### src/rtl/spi_front_pkg.sv
package spi_front_pkg;

  // Synchronized view of the asynchronous pins.
  typedef struct packed {
    logic cs_n;
    logic sck;
    logic mosi;
    logic hold_n;
  } pins_t;

  localparam int PINS_W = $bits(pins_t);

  // Inactive levels: deselected, clock low, pause released.
  localparam pins_t PINS_IDLE = '{cs_n: 1'b1, sck: 1'b0, mosi: 1'b0, hold_n: 1'b1};

endpackage

### src/rtl/spi_sync.sv
module spi_sync #(
  parameter int          W       = 4,
  parameter int          STAGES  = 2,
  parameter logic [W-1:0] RST_VAL = '0
) (
  input  logic         clk,
  input  logic         rst,
  input  logic [W-1:0] d_i,
  output logic [W-1:0] q_o
);

  logic [W-1:0] stg [STAGES];

  always_ff @(posedge clk) begin
    if (rst) begin
      for (int i = 0; i < STAGES; i++) stg[i] <= RST_VAL;
    end else begin
      stg[0] <= d_i;
      for (int i = 1; i < STAGES; i++) stg[i] <= stg[i-1];
    end
  end

  assign q_o = stg[STAGES-1];

endmodule

### src/rtl/spi_hold_ctl.sv
module spi_hold_ctl (
  input  logic clk,
  input  logic rst,
  input  logic selected_i,
  input  logic sck_i,
  input  logic hold_n_i,
  output logic held_o
);

  // The pause state only changes while the serial clock is low;
  // a request seen with the clock high waits. Deselection clears it.
  always_ff @(posedge clk) begin
    if (rst || !selected_i) held_o <= 1'b0;
    else if (!sck_i)        held_o <= !hold_n_i;
  end

endmodule

### src/rtl/spi_shift_eng.sv
module spi_shift_eng #(
  parameter int DATA_W = 8,
  localparam int CNT_W = $clog2(DATA_W)
) (
  input  logic              clk,
  input  logic              rst,
  input  logic              cs_fall_i,
  input  logic              active_i,
  input  logic              sck_rise_i,
  input  logic              sck_fall_i,
  input  logic              mosi_i,
  input  logic [DATA_W-1:0] tx_byte_i,
  output logic [DATA_W-1:0] rx_byte_o,
  output logic              rx_valid_o,
  output logic              frame_start_o,
  output logic              miso_o,
  output logic [CNT_W-1:0]  bit_cnt_o
);

  localparam logic [CNT_W-1:0] LAST_BIT = CNT_W'(DATA_W - 1);

  logic [DATA_W-1:0] rx_sr;
  logic [DATA_W-1:0] tx_sr;
  logic [DATA_W-1:0] rx_next;
  logic              seen_rise;

  assign rx_next = {rx_sr[DATA_W-2:0], mosi_i};

  always_ff @(posedge clk) begin
    if (rst) begin
      rx_sr         <= '0;
      tx_sr         <= '0;
      rx_byte_o     <= '0;
      rx_valid_o    <= 1'b0;
      frame_start_o <= 1'b0;
      bit_cnt_o     <= '0;
      seen_rise     <= 1'b0;
    end else begin
      rx_valid_o    <= 1'b0;
      frame_start_o <= 1'b0;
      if (cs_fall_i) begin
        bit_cnt_o     <= '0;
        seen_rise     <= 1'b0;
        tx_sr         <= '0;
        frame_start_o <= 1'b1;
      end else if (active_i) begin
        if (sck_rise_i) begin
          rx_sr     <= rx_next;
          seen_rise <= 1'b1;
          if (bit_cnt_o == LAST_BIT) begin
            rx_byte_o  <= rx_next;
            rx_valid_o <= 1'b1;
            bit_cnt_o  <= '0;
          end else begin
            bit_cnt_o <= bit_cnt_o + 1'b1;
          end
        end else if (sck_fall_i && seen_rise) begin
          // Falling edge right after a byte boundary loads the reply byte.
          if (bit_cnt_o == '0) tx_sr <= tx_byte_i;
          else                 tx_sr <= {tx_sr[DATA_W-2:0], 1'b0};
        end
      end
    end
  end

  assign miso_o = tx_sr[DATA_W-1];

endmodule

### src/rtl/spi_mem_frontend.sv
module spi_mem_frontend #(
  parameter int DATA_W      = 8,
  parameter int SYNC_STAGES = 2
) (
  input  logic              clk,
  input  logic              rst,
  input  logic              cs_n_i,
  input  logic              sck_i,
  input  logic              mosi_i,
  input  logic              hold_n_i,
  input  logic [DATA_W-1:0] tx_byte_i,
  output logic              miso_o,
  output logic              miso_oe_o,
  output logic [DATA_W-1:0] rx_byte_o,
  output logic              rx_valid_o,
  output logic              frame_start_o
);
  import spi_front_pkg::*;

  localparam int CNT_W = $clog2(DATA_W);

  pins_t            pins_raw;
  pins_t            pins_s;
  logic             sck_q;
  logic             cs_n_q;
  logic             held;
  logic             selected;
  logic             active;
  logic             sck_rise;
  logic             sck_fall;
  logic             cs_fall;
  logic [CNT_W-1:0] bit_cnt;

  assign pins_raw = '{cs_n: cs_n_i, sck: sck_i, mosi: mosi_i, hold_n: hold_n_i};

  spi_sync #(
    .W       (PINS_W),
    .STAGES  (SYNC_STAGES),
    .RST_VAL (PINS_IDLE)
  ) i_sync (
    .clk (clk),
    .rst (rst),
    .d_i (pins_raw),
    .q_o (pins_s)
  );

  always_ff @(posedge clk) begin
    if (rst) begin
      sck_q  <= 1'b0;
      cs_n_q <= 1'b1;
    end else begin
      sck_q  <= pins_s.sck;
      cs_n_q <= pins_s.cs_n;
    end
  end

  assign selected = !pins_s.cs_n;
  assign cs_fall  = cs_n_q && !pins_s.cs_n;
  assign sck_rise = pins_s.sck && !sck_q;
  assign sck_fall = !pins_s.sck && sck_q;
  assign active   = selected && !held;

  spi_hold_ctl i_hold (
    .clk        (clk),
    .rst        (rst),
    .selected_i (selected),
    .sck_i      (pins_s.sck),
    .hold_n_i   (pins_s.hold_n),
    .held_o     (held)
  );

  spi_shift_eng #(
    .DATA_W (DATA_W)
  ) i_eng (
    .clk           (clk),
    .rst           (rst),
    .cs_fall_i     (cs_fall),
    .active_i      (active),
    .sck_rise_i    (sck_rise),
    .sck_fall_i    (sck_fall),
    .mosi_i        (pins_s.mosi),
    .tx_byte_i     (tx_byte_i),
    .rx_byte_o     (rx_byte_o),
    .rx_valid_o    (rx_valid_o),
    .frame_start_o (frame_start_o),
    .miso_o        (miso_o),
    .bit_cnt_o     (bit_cnt)
  );

  always_ff @(posedge clk) begin
    if (rst) miso_oe_o <= 1'b0;
    else     miso_oe_o <= active;
  end

endmodule

### config.mk
export PLATFORM = sky130hd
export DESIGN_NAME = spi_mem_frontend
export DESIGN_NICKNAME = d
export VERILOG_FILES = /design/src/rtl/spi_front_pkg.sv /design/src/rtl/spi_sync.sv /design/src/rtl/spi_hold_ctl.sv /design/src/rtl/spi_shift_eng.sv /design/src/rtl/spi_mem_frontend.sv
export SDC_FILE = /design/constraint.sdc
export NUM_CORES = 1
export LEC_CHECK = 0
export CORE_UTILIZATION = 41
export CTS_BUF_LIST = sky130_fd_sc_hd__clkbuf_8
export DETAILED_ROUTE_END_ITERATION = 7
export GPL_TIMING_DRIVEN = 0
export SLEW_MARGIN = 25
export SYNTH_ARGS = -nofsm -noshare
export SYNTH_HDL_FRONTEND = slang
export SYNTH_SLANG_ARGS = --single-unit
### constraint.sdc
create_clock -name clk -period 4 [get_ports clk]
set_clock_uncertainty 0.15 [all_clocks]
set_input_delay 1 -clock clk [delete_from_list [all_inputs] [get_ports clk]]
set_output_delay 1 -clock clk [all_outputs]
set_load 0.01 [all_outputs]
Word level (Yosys, flattened, before mapping)
Memories as Yosys holds them, arrays and structs flattened.
Cells that the tools add are included.
- memories: 1
- logic and storage cells: 46
- input bits: 14
- bits in writable memories: 8
- flip-flop bits (word level): 33
- bitwise logic cells: 5
- $add $sub $neg: 1
- reduce and logical (&&, ||, !) cells: 18
- equal/unequal tests: 1
- mux-type cells: 9
- memory list (memory ; words ; bits a word ; rd ports ; clocked after Yosys merged registers in ; write ports ; RTL line ; text):
    i_sync.stg ; 2 ; 4 ; 2 ; 0 ; 2 ; spi_sync.sv:12 ; logic [W-1:0] stg [STAGES];
- operators with widths (cell ; number):
    two-way mux 4 bit ; 2
    two-way mux 8 bit ; 1
    AND reduction 3 bit ; 2
    logical AND 1 bit ; 5
    zero test 1 bit ; 5
    two-way mux 1 bit ; 5
    AND reduction 4 bit ; 1
    OR reduction 4 bit ; 1
    adder 3 x 1 -> 3 bit, second input constant ; 1
    equality test 3 bit, second input constant ; 1
    zero test 3 bit ; 1
    two-way mux 3 bit ; 1
    inverter 1 bit ; 3
    bitwise OR 1 bit ; 2
    AND reduction 2 bit ; 1
    OR reduction 2 bit ; 1
    logical OR 1 bit ; 1

Longest topological paths before layout
- word-level depth: 4
- gate-level depth with buffers: 6

Hierarchy
Synthesis repeated with hierarchy kept, for this count alone.
- cell total of the unflattened synthesis: 162
- area total of the unflattened synthesis: 1620.3 sq um
- by module, submodules not included (module ; times used ; cells an instance ; area an instance (sq um)):
    spi_shift_eng ; 1 ; 126 ; 1231.2
    spi_sync ; 1 ; 20 ; 240.2
    spi_mem_frontend ; 1 ; 11 ; 103.8
    spi_hold_ctl ; 1 ; 5 ; 45.0

Worst setup path after synthesis
No wires, ideal clock.
- path type: in2reg
- from: input rst
- to: register i_hold.held_o
- setup slack: 2.254 ns
- data required time: 3.780 ns
- arrival time: 1.527 ns
- library setup time: 0.070 ns
- buffers on the path: 0
- stages: 3
- cell sequence: or2_2 -> o21bai_1 -> a21oi_1
- longest elaborated chain between the ends: 1
- RTL lines (item ; RTL line ; text):
    from (decl) ; spi_mem_frontend.sv:6 ; input logic rst,
    logical OR 1 bit ; spi_hold_ctl.sv:13 ; if (rst || !selected_i) held_o <= 1'b0;
    to (signal assigned) ; spi_hold_ctl.sv:14 ; else if (!sck_i) held_o <= !hold_n_i;
    to (decl) ; spi_hold_ctl.sv:7 ; output logic held_o
No other way between the ends.
A chain may end at the register's enable or synchronous reset.

Final worst setup path
- from: register i_eng.rx_byte_o[5]
- to: output rx_byte_o[5]
- RTL lines (item ; RTL line ; text):
    from (decl) ; spi_shift_eng.sv:13 ; output logic [DATA_W-1:0] rx_byte_o,
    from (signal assigned) ; spi_shift_eng.sv:51 ; rx_byte_o <= rx_next;
    to (decl) ; spi_mem_frontend.sv:14 ; output logic [DATA_W-1:0] rx_byte_o,
No word-level cell between the ends.

==> flow_summary_export.csv <==
group,metric,value,unit
clocking,clk_pin_slew_worst_paths,0.08,ns
clocking,clk_latency,0.29,ns
synthesis,ys_seq_area_share,51.78,%
critical_path,r2r_slack,2.20,ns
clocking,cts_root_buf,"clkbuf_8",
power_and_ir_drop,p_sw_share,20.29,%
critical_path,crit_family,"buffers and inverters",
clocking,clockBufferDepth,2,
clocking,holdBufCountCts,0,
sta,fin_crit,2.316,ns
global_route,antenna_found_initial,0,
sta,final-setup-viol-count,0,
critical_path,cp.required,2.85,ns
floorplan,start_util,42.98,%
routing,vias,1226,
synthesis,yosys_warnings,0,
power_and_ir_drop,p_total,739.8,uW
synthesis,syn_area_per_cell,9.846,um^2
synthesis,synth_flop_cell,"dfxtp_1",
run,maxCapViolCount,0,
synthesis,yosys.area.top_type,"dfxtp_1",
synthesis,syn_area,1585,um^2
critical_path,slowest_stage,"clkdlybuf4s50_1",
sta,whs,0.2697,ns
critical_path,reg2reg_to,"i_eng.tx_sr[4]$_SDFFE_PP0P_",
sta,drv_slew,0,
synthesis,netlist.area_leader.share,51.78,%
status,status,"complete, no violations",
power_and_ir_drop,p_switching,150.1,uW
clocking,cts_buffers,5,
final_layout,diodes,0,
worst_hold_path,hold_class,"reg -> reg",
placement,dp.cells,234,
clocking,clkSinkCount,41,
power_and_ir_drop,power.density,370.5,nW/um^2
critical_path,cp.arrival,1.17,ns
sta,final.period_utilization,57.90,%
critical_path,critPathCaptureType,"output pin",
critical_path,cp.buffers_inverters,1,
final_layout,drive_above_1_share,9.278,%
critical_path,crit_end,"rx_byte_o[5]",
routing,drtIter0Drc,73,
sta,max_freq,0.4318,GHz
clocking,cts_max_level,2,
placement,dp_hpwl,2239,um
power_and_ir_drop,p_int,589.7,uW
sta,relSlewSlack,62.15,%
power_and_ir_drop,pwr-share-comb,4.8,%
synthesis,ys_top_cells_by_count,"41 x dfxtp_1, 19 x a21oi_1, 16 x nand2b_1, 15 x mux2i_1",
sta,rsz0062_at_grt,"no",
synthesis,synthMostInstantiatedCell,"dfxtp_1",
synthesis,ys_ff_latch,41,
placement,place_congestion,0.7900,
global_route,track_usage,17.52,%
floorplan,die_h,64.18,um
routing,viasPerCell,5.066,
floorplan,boundaryPins,26,
placement,numPortBuffers,25,
critical_path,path_max_fanout,2,
synthesis,synth_top_cells_by_area,"dfxtp_1 52%, mux2i_1 9.5%, nand2b_1 6.3%",
synthesis,synth_cell_type_count,26,
global_route,grt_max_degree,13,
routing,ant_nets,0,
clocking,cts_setup_buffers,0,
sta,fin_tns_setup,0,ns
clocking,postCtsResizedCells,0,
critical_path,crit_type,"reg -> out",
critical_path,start_kind,"flip-flop",
power_and_ir_drop,vdd_drop_max,0.0003190,V
clocking,cts_tree,"done",
floorplan,die_w,64.18,um
critical_path,path_cells,"clkdlybuf4s50_1",
sta,worst_pin_slew,0.5599,ns
routing,drc,0,
power_and_ir_drop,clkPwrFrac,39.0,%
synthesis,syn_inst,161,
synthesis,synth-edff-count,0,
critical_path,r2r_cells,4,
power_and_ir_drop,share_seq_of_total_power,56.3,%
synthesis,synth_fp_nets,178,
global_route,grt-ovfl-total,0,
routing,totalWireLength,3018,um
final_layout,layout.cells.non_filler,242,
floorplan,core,3689,um^2
global_route,grt_pass1_wl,5457,um
critical_path,worst-path-stages,1,
global_route,grt_pass1_vias,1219,
synthesis,synthArstFlopShare,0,%
routing,dr.pass1.iters,4,
floorplan,dieArea,4119,um^2
final_layout,syn_to_final_growth,25.97,%
critical_path,crit_start,"i_eng.rx_byte_o[5]$_SDFFE_PP0P_",
critical_path,worstReg2RegStart,"i_hold.held_o$_SDFFE_PP0N_",
sta,hold_violations,0,
final_layout,nets,210,
power_and_ir_drop,total_leakage_power,0.0007210,uW
floorplan,rows,22,
critical_path,critPathMaxStageDelay,0.54,ns
routing,detail_route.wl_per_cell,12.47,um
through the flow:
stage               instance area [um^2]  util, %  worst slack (ns)
floorplan                           1585        -             2.254
global placement                    1896    51.39             1.566
detailed placement                  1896    51.39             1.527
CTS                                 1997    54.14             1.672
global route                        1997    54.14             1.642
finish                              1997    54.14             1.684
kinds of logic (layout without fill, tap and decap cells):
kind of cell | after synthesis | in the layout | share of synthesized area [%]
fa+ha+maj | 3 | 3 | 2.368
compound gates | 36 | 36 | 13.10
mux | 15 | 15 | 9.471
simple gates | 52 | 52 | 19.57
flops | 41 | 41 | 51.78
buf+inv | 14 | 47 | 3.710
power groups by stage:
stage	clock network, uW	logic (uW)	registers, uW
floorplan	0	16.8	425
global placement	0	34.5	426
detailed placement	0	35.6	426
CTS	300	35.7	416
global route	317	39.1	417
finish	288	35.2	416
area by class of cell:
cell class	instances	area, um^2
fill	379	1692
sequential	41	820.8
multi-input combinational	106	705.7
timing repair buffer	25	250.2
clock buffer	7	96.34
tap	48	60.06
buffer	10	43.79
inverter	4	15.01
clock inverter	1	5.005
cell usage in the layout (no fill, tap or decap), drive strengths merged:
cell type       n
a211oi          7
a21bo           1
a21oi          19
and2            1
and3            1
buf             3
clkbuf         14
clkdlybuf4s50  25
clkinv          2
dfxtp          41
ha              3
inv             3
mux2i          15
nand2           6
nand2b         16
nand3           7
nand4           1
nor2            6
nor2b           5
nor4b           2
o21ai           7
o21bai          2
or2             5
or3             1
or4b            1
flip-flops by register name, summed over array words and instances (netlist names):
register and count:
cs_n_q 1, i_eng.bit_cnt_o 3, i_eng.frame_start_o 1, i_eng.rx_byte_o 8
i_eng.rx_sr 7, i_eng.rx_valid_o 1, i_eng.seen_rise 1, i_eng.tx_sr 8
i_hold.held_o 1, i_sync.stg 8, miso_oe_o 1, sck_q 1
per-layer routing:
metal	wire length (um)	up-vias	track usage (%)
met5	0	-	0
li1	-	615	-
met1	1416	590	21.33
met3	94	6	5.357
met4	53	0	7.500
met2	1454	15	28.46
how the worst min path moves through the flow:
stage | start | end | slack, ns | cells after the start
final | i_sync.stg[0][3]$_SDFF_PP1_ | i_sync.stg[0][7]$_SDFF_PP1_ | 0.27 | 1
after global routing | i_sync.stg[0][0]$_SDFF_PP1_ | i_sync.stg[0][4]$_SDFF_PP1_ | 0.28 | 1
after CTS | i_sync.stg[0][4]$_SDFF_PP1_ | i_hold.held_o$_SDFFE_PP0N_ | 0.27 | 1
after detailed placement | i_sync.stg[0][0]$_SDFF_PP1_ | i_sync.stg[0][4]$_SDFF_PP1_ | 0.26 | 1
after global placement | i_sync.stg[0][4]$_SDFF_PP1_ | i_hold.held_o$_SDFFE_PP0N_ | 0.24 | 1
after floorplan | i_sync.stg[0][4]$_SDFF_PP1_ | i_hold.held_o$_SDFFE_PP0N_ | 0.24 | 1
No activity file was read; power rests on OpenSTA's default activity.
